`src/rtl/frc_pkg.sv`:
```
package frc_pkg;
   typedef enum logic [2:0] {
      REG_STAT = 3'd0,
      REG_MHI  = 3'd1,
      REG_MLO  = 3'd2,
      REG_AHI  = 3'd3,
      REG_ALO  = 3'd4
   } frc_reg_e;

   localparam int NUM_VIEWS = 2;

   function automatic logic [2:0] view_hi_addr(input int v);
      return (v == 0) ? REG_MHI : REG_AHI;
   endfunction

   function automatic logic [2:0] view_lo_addr(input int v);
      return (v == 0) ? REG_MLO : REG_ALO;
   endfunction
endpackage

```
`src/rtl/frc_prescaler.sv`:
```
module frc_prescaler #(
   parameter int PRE_W = 2
) (
   input  logic clk,
   input  logic rst_n,
   output logic tick_o
);
   if (PRE_W < 1) begin : g_bad_pre
      $error("frc_prescaler: PRE_W must be at least 1");
   end

   logic [PRE_W-1:0] pre_q;

   always_ff @(posedge clk or negedge rst_n) begin
      if (!rst_n) pre_q <= '0;
      else        pre_q <= pre_q + 1'b1;
   end

   assign tick_o = &pre_q;

   assert_single_tick_R2: assert property (@(posedge clk) disable iff (!rst_n)
      tick_o |=> !tick_o);
endmodule

```
`src/rtl/frc_counter.sv`:
```
module frc_counter #(
   parameter int               CNT_W   = 16,
   parameter logic [CNT_W-1:0] RST_VAL = 16'hFFFC
) (
   input  logic             clk,
   input  logic             rst_n,
   input  logic             tick_i,
   output logic [CNT_W-1:0] cnt_o,
   output logic             wrap_o
);
   localparam logic [CNT_W-1:0] CNT_MAX = {CNT_W{1'b1}};

   logic [CNT_W-1:0] cnt_q;

   always_ff @(posedge clk or negedge rst_n) begin
      if (!rst_n)      cnt_q <= RST_VAL;
      else if (tick_i) cnt_q <= cnt_q + 1'b1;
   end

   assign cnt_o  = cnt_q;
   assign wrap_o = tick_i && (cnt_q == CNT_MAX);

   assert_wrap_zero_R2: assert property (@(posedge clk) disable iff (!rst_n)
      wrap_o |=> (cnt_q == '0));
endmodule

```
`src/rtl/frc_ovf_flag.sv`:
```
module frc_ovf_flag (
   input  logic clk,
   input  logic rst_n,
   input  logic wrap_i,
   input  logic stat_rd_i,
   input  logic clr_rd_i,
   output logic tof_o
);
   logic tof_q;
   logic arm_q;

   always_ff @(posedge clk or negedge rst_n) begin
      if (!rst_n) begin
         tof_q <= 1'b0;
         arm_q <= 1'b0;
      end else begin
         if (wrap_i)                 tof_q <= 1'b1;
         else if (clr_rd_i && arm_q) tof_q <= 1'b0;
         if (clr_rd_i)               arm_q <= 1'b0;
         else if (stat_rd_i && tof_q) arm_q <= 1'b1;
      end
   end

   assign tof_o = tof_q;

   assert_wrap_sets_R3: assert property (@(posedge clk) disable iff (!rst_n)
      wrap_i |=> tof_q);
   assert_clear_source_R7: assert property (@(posedge clk) disable iff (!rst_n)
      (tof_q && !clr_rd_i) |=> tof_q);
   assert_wrap_wins_R9: assert property (@(posedge clk) disable iff (!rst_n)
      (wrap_i && clr_rd_i) |=> (tof_q && !arm_q));
endmodule

```
`src/rtl/frc_snap.sv`:
```
module frc_snap #(
   parameter int BYTE_W = 8
) (
   input  logic              clk,
   input  logic              rst_n,
   input  logic              hi_rd_i,
   input  logic              lo_rd_i,
   input  logic [BYTE_W-1:0] live_i,
   output logic [BYTE_W-1:0] lo_o
);
   logic              frz_q;
   logic [BYTE_W-1:0] buf_q;

   always_ff @(posedge clk or negedge rst_n) begin
      if (!rst_n) begin
         frz_q <= 1'b0;
         buf_q <= '0;
      end else if (hi_rd_i) begin
         frz_q <= 1'b1;
         buf_q <= live_i;
      end else if (lo_rd_i) begin
         frz_q <= 1'b0;
      end
   end

   assign lo_o = frz_q ? buf_q : live_i;

   assert_frozen_hold_R8: assert property (@(posedge clk) disable iff (!rst_n)
      (frz_q && !hi_rd_i && !lo_rd_i) |=> (frz_q && $stable(buf_q)));
   assert_capture_R5: assert property (@(posedge clk) disable iff (!rst_n)
      hi_rd_i |=> (frz_q && buf_q == $past(live_i)));
endmodule

```
`src/rtl/frc_timer.sv`:
```
module frc_timer
   import frc_pkg::*;
#(
   parameter int BYTE_W  = 8,
   parameter int PRE_W   = 2,
   parameter int RST_GAP = 4
) (
   input  logic              clk,
   input  logic              rst_n,
   input  logic              rd_i,
   input  logic [2:0]        addr_i,
   output logic [BYTE_W-1:0] rdata_o,
   input  logic              ovf_ie_i,
   output logic              irq_o,
   output logic [2*BYTE_W-1:0] count_o
);
   localparam int               CNT_W   = 2 * BYTE_W;
   localparam logic [CNT_W-1:0] RST_VAL = {CNT_W{1'b1}} - CNT_W'(RST_GAP - 1);

   if (BYTE_W < 2) begin : g_bad_byte
      $error("frc_timer: BYTE_W must be at least 2");
   end
   if (RST_GAP < 1 || RST_GAP > (1 << (CNT_W - 1))) begin : g_bad_gap
      $error("frc_timer: RST_GAP out of range");
   end

   logic             tick;
   logic             wrap;
   logic             tof;
   logic [CNT_W-1:0] cnt;
   logic [BYTE_W-1:0] lo_view [NUM_VIEWS];
   logic             hi_rd   [NUM_VIEWS];
   logic             lo_rd   [NUM_VIEWS];

   frc_prescaler #(.PRE_W(PRE_W)) u_pre (
      .clk(clk), .rst_n(rst_n), .tick_o(tick));

   frc_counter #(.CNT_W(CNT_W), .RST_VAL(RST_VAL)) u_cnt (
      .clk(clk), .rst_n(rst_n), .tick_i(tick), .cnt_o(cnt), .wrap_o(wrap));

   frc_ovf_flag u_flag (
      .clk(clk), .rst_n(rst_n), .wrap_i(wrap),
      .stat_rd_i(rd_i && addr_i == REG_STAT),
      .clr_rd_i(hi_rd[0]),
      .tof_o(tof));

   for (genvar v = 0; v < NUM_VIEWS; v++) begin : g_view
      localparam logic [2:0] HI_A = view_hi_addr(v);
      localparam logic [2:0] LO_A = view_lo_addr(v);
      assign hi_rd[v] = rd_i && (addr_i == HI_A);
      assign lo_rd[v] = rd_i && (addr_i == LO_A);
      frc_snap #(.BYTE_W(BYTE_W)) u_snap (
         .clk(clk), .rst_n(rst_n),
         .hi_rd_i(hi_rd[v]), .lo_rd_i(lo_rd[v]),
         .live_i(cnt[BYTE_W-1:0]), .lo_o(lo_view[v]));
   end

   always_comb begin
      case (addr_i)
         REG_STAT: rdata_o = {tof, {(BYTE_W-1){1'b0}}};
         REG_MHI,
         REG_AHI:  rdata_o = cnt[CNT_W-1:BYTE_W];
         REG_MLO:  rdata_o = lo_view[0];
         REG_ALO:  rdata_o = lo_view[1];
         default:  rdata_o = '0;
      endcase
   end

   assign irq_o   = tof && ovf_ie_i;
   assign count_o = cnt;

   assert_hold_between_ticks_R2: assert property (@(posedge clk) disable iff (!rst_n)
      !tick |=> $stable(count_o));
   assert_alt_keeps_flag_R6: assert property (@(posedge clk) disable iff (!rst_n)
      (tof && rd_i && (addr_i == REG_AHI || addr_i == REG_ALO)) |=> tof);
   assert_irq_needs_enable_R4: assert property (@(posedge clk) disable iff (!rst_n)
      (!ovf_ie_i) |-> !irq_o);
endmodule

```
`config.mk`:
```
export PLATFORM = sky130hd
export DESIGN_NAME = frc_timer
export DESIGN_NICKNAME = d
export VERILOG_FILES = /design/src/rtl/frc_pkg.sv /design/src/rtl/frc_prescaler.sv /design/src/rtl/frc_counter.sv /design/src/rtl/frc_ovf_flag.sv /design/src/rtl/frc_snap.sv /design/src/rtl/frc_timer.sv
export SDC_FILE = /design/constraint.sdc
export NUM_CORES = 1
export LEC_CHECK = 0
export BUFFER_PORTS_ARGS = -buffer_cell sky130_fd_sc_hd__buf_4
export CAP_MARGIN = 5
export CORE_ASPECT_RATIO = 1.25
export CORE_MARGIN = 4
export CORE_UTILIZATION = 50
export CTS_CLUSTER_SIZE = 14
export DETAILED_ROUTE_END_ITERATION = 10
export MAX_ROUTING_LAYER = met4
export PLACE_DENSITY = 0.81
export SYNTH_ARGS = -nofsm -noshare
export SYNTH_HDL_FRONTEND = slang
export SYNTH_SLANG_ARGS = --single-unit
```
`constraint.sdc`:
```
create_clock -name clk -period 1.43 [get_ports clk]
set_input_delay 0.143 -clock clk [delete_from_list [all_inputs] [get_ports clk]]
set_output_delay 0.143 -clock clk [all_outputs]
set_load 0.01 [all_outputs]
```
==> results.sh <==
export IMPL_status="complete, but fails checks"
export IMPL_violations="negative setup slack"
export IMPL_fp_dieW_um=64.9
export IMPL_crit_type="flip-flop to output port"
export IMPL_r2r_end="u_cnt.cnt_o[9]"
export IMPL_synth_ff_type="dfrtp_1"
export IMPL_fp_dieH_um=79.1
export IMPL_synthTopCellsByArea="dfrtp_1 30%, dfstp_2 18%, mux2_2 18%"
export IMPL_ys_types=32
export IMPL_die_area_mm2=0.00513
export IMPL_finalCritPeriodShare=1.19
export IMPL_busiest_layer="met2"
export IMPL_yosysSeqAreaShare=0.479
export IMPL_path_delay_family="flip-flops"
export IMPL_fin_worst_skew_ns=0.00830
export IMPL_min_path_type="primary input to flip-flop"
export IMPL_power_total_mw=2.10
export IMPL_grtUsageMet2=0.328
export IMPL_stdcell_count=288
export IMPL_dr_pass1_iters=4
export IMPL_powerDensity_mw_per_mm2=762
export IMPL_syn_num_nets=180
export IMPL_syn_area_per_cell_um2=11.8
export IMPL_worstPathMaxFanout=5
export IMPL_p_leak_nw=1.30
export IMPL_antenna_left=0
export IMPL_yosysWarnings=0
export IMPL_hold_end="g_view[1].u_snap.frz_q"
export IMPL_area_growth_syn_to_layout_pct=36.2
export IMPL_grt_pass1_wl_um=7620
export IMPL_grt_overflow=0
export IMPL_grt_max_degree=39
export IMPL_worst_path_stages=5
export IMPL_hold_viol=0
export IMPL_rsz0062_at_grt="yes"
export IMPL_htree_levels=2
export IMPL_multi_input_area_mm2=0.00111
export IMPL_clkSinkCount=38
export IMPL_hold_start="rd_i"
export IMPL_seq_area_um2=972
export IMPL_synth_edff_count=0
export IMPL_cts_root_buf="clkbuf_8"
export IMPL_drc_errors=0
export IMPL_drive_gt1_frac=0.620
export IMPL_drtIter0Drc=72
export IMPL_antenna_found_initial=0
export IMPL_ir_drop_uv=456
export IMPL_reg2reg_from="u_cnt.cnt_o[3]"
export IMPL_start_util=0.525
export IMPL_core_mm2=0.00385
export IMPL_drv_slew=0
export IMPL_layout_setup_ws_ns=-0.272
export IMPL_path_buf_inv=2
export IMPL_setup_viol=10
export IMPL_clock_latency_ns=0.29
export IMPL_insertedDiodeCount=0
export IMPL_start_kind="flip-flop"
export IMPL_path_cells="buf_6 -> mux2_4 -> a22oi_2 -> o21ai_1 -> buf_4"
export IMPL_reg2reg_depth=4
export IMPL_clock_path_buffers=2
export IMPL_critPathSlowestCell="dfrtp_2"
export IMPL_wl_per_cell_um=16.2
export IMPL_netlist_area_mm2=0.00202
export IMPL_synth_top_area_frac=0.297
export IMPL_placementRows=25
export IMPL_fmax_mhz=588
export IMPL_use_met1=0.249
export IMPL_clkTransAtPathRegs_ns=0.07
export IMPL_nets=242
export IMPL_dr_total_vias=1546
export IMPL_hold_depth=3
export IMPL_max_slew_margin_rel=0.688
export IMPL_synthArstFlopShare=1.00
export IMPL_grt_pass1_vias=1512
export IMPL_worst_r2r_setup_slack_ns=-0.03
export IMPL_placedCellCount=268
export IMPL_synth_area_leader_cell="dfrtp_1"
export IMPL_cts_tree="built"
export IMPL_cp_required_ns=1.29
export IMPL_cts_buffers=5
export IMPL_io_pins=32
export IMPL_hpwlAfterDp_um=3240
export IMPL_final_util=0.715
export IMPL_worst_pin_slew_ns=0.468
export IMPL_fillers=276
export IMPL_port_buffers=31
export IMPL_maxCapViolCount=0
export IMPL_routed_wl_um=4680
export IMPL_endpoint_kind="output port"
export IMPL_gr_usage_met3=0.0382
export IMPL_period_needed_ns=1.70
export IMPL_slowest_delay_ns=0.42
export IMPL_gp_congestion=0.853
export IMPL_synth_seq_cells=38
export IMPL_vias_per_cell=5.37
export IMPL_syn_inst=171
export IMPL_grtUsageTotal=0.200
export IMPL_worstPathArrival_ns=1.56
registers in the layout, indices dropped and copies added, names as in the netlist:
register,count
u_flag.arm_q,1
u_cnt.cnt_o,16
g_view.u_snap.buf_q,16
u_pre.pre_q,2
g_view.u_snap.frz_q,2
u_flag.tof_o,1
what timing repair did:
| action | in CTS | in global routing |
|---|---|---|
| setup endpoints to repair | 9 | 16 |
| hold buffers | 1 | 0 |
| buffers inserted | 5 | 6 |
| pin swaps | 4 | 14 |
| endpoints found under the hold margin | 24 | 0 |
| gates resized for setup | 19 | 23 |
stage by stage:
stage | hold WS [ns] | setup WS, ns | TNS (ns) | area (µm²)
3_5_place_dp | 0.132 | -0.170 | -1.00 | 2430
2_1_floorplan | -0.153 | 0.00514 | 0 | 2020
6_report | 0.172 | -0.272 | -1.99 | 2750
5_1_grt | 0.181 | -0.314 | -2.77 | 2750
4_1_cts | 0.173 | -0.261 | -1.97 | 2610
3_3_place_gp | 0.131 | -0.122 | -0.821 | 2430
worst max-delay path by stage:
| stage | startpoint | end | slack, ns |
|---|---|---|---|
| after floorplan | u_cnt.cnt_o[5] | u_cnt.cnt_o[14] | 0.005 |
| after global placement | g_view[1].u_snap.frz_q | rdata_o[5] | -0.12 |
| after detailed placement | g_view[1].u_snap.frz_q | rdata_o[1] | -0.17 |
| after CTS | g_view[1].u_snap.frz_q | rdata_o[1] | -0.26 |
| after global routing | g_view[1].u_snap.frz_q | rdata_o[5] | -0.31 |
| final | g_view[1].u_snap.frz_q | rdata_o[1] | -0.27 |
tightest hold or removal path, delay by kind of cell:
family / cells / cell delay [ns]
compound gates: 1 / 0.10
buf+inv: 1 / 0.13
simple gates: 1 / 0.05
layer usage:
layer	routed length (µm)	up-vias
met2	2360	42
met3	237	6
li1	-	732
met4	52	0
met1	2030	766
met5	0	-
cells in the final DEF (no fill, tap or decap), types with 2 or more instances in the layout:
cell type and n:
clkbuf_8 5, nor3_1 2, nor2b_1 3, clkbuf_1 3
a22o_1 2, a21oi_1 2, nor2_1 5, dfstp_2 14
nand4_4 3, mux2_2 28, inv_1 3, buf_4 58
buf_6 5, xnor2_1 6, nand2b_1 2, nand4_1 2
nand2_1 15, a22oi_2 8, nor3_2 2, ha_2 2
dfrtp_1 21, o21ai_1 6, nand3_1 2, nor4_4 3
dfrtp_2 3, mux2_4 4, xor2_1 9, nor4_2 2
cell families after synthesis:
logic type               share of synthesized area
buffers and inverters                       0.0310
multiplexers                                 0.178
XOR/XNOR                                    0.0650
AO/OA/AOI/OAI                               0.0693
adder cells (fa/ha/maj)                     0.0124
AND/OR/NAND/NOR                              0.165
flip-flops                                   0.479
synthesized netlist by cell type (4+ instances only):
library cell   n
a22oi_1        9
buf_2          7
dfrtp_1       24
dfstp_2       14
mux2_2        32
nand2_1       15
nor2_1         6
nor3_1         4
nor4_2         4
o21ai_0        6
xnor2_1        6
xor2_1         9
final cells by class:
type / count / share of cell area
Sequential cell: 38 / 0.353
Clock buffer: 8 / 0.0291
Tap cell: 54 / 0.0245
Multi-Input combinational cell: 120 / 0.404
Timing Repair Buffer: 65 / 0.185
Inverter: 3 / 0.00409
power breakdown:
part / leakage [nW] / total (mW) / internal (mW) / switching (mW)
Sequential: 0.448 / 1.15 / 1.12 / 0.0229
Clock: 0.0395 / 0.694 / 0.346 / 0.348
Combinational: 0.808 / 0.258 / 0.140 / 0.118
Note: power is estimated with default switching activity, not from simulation.
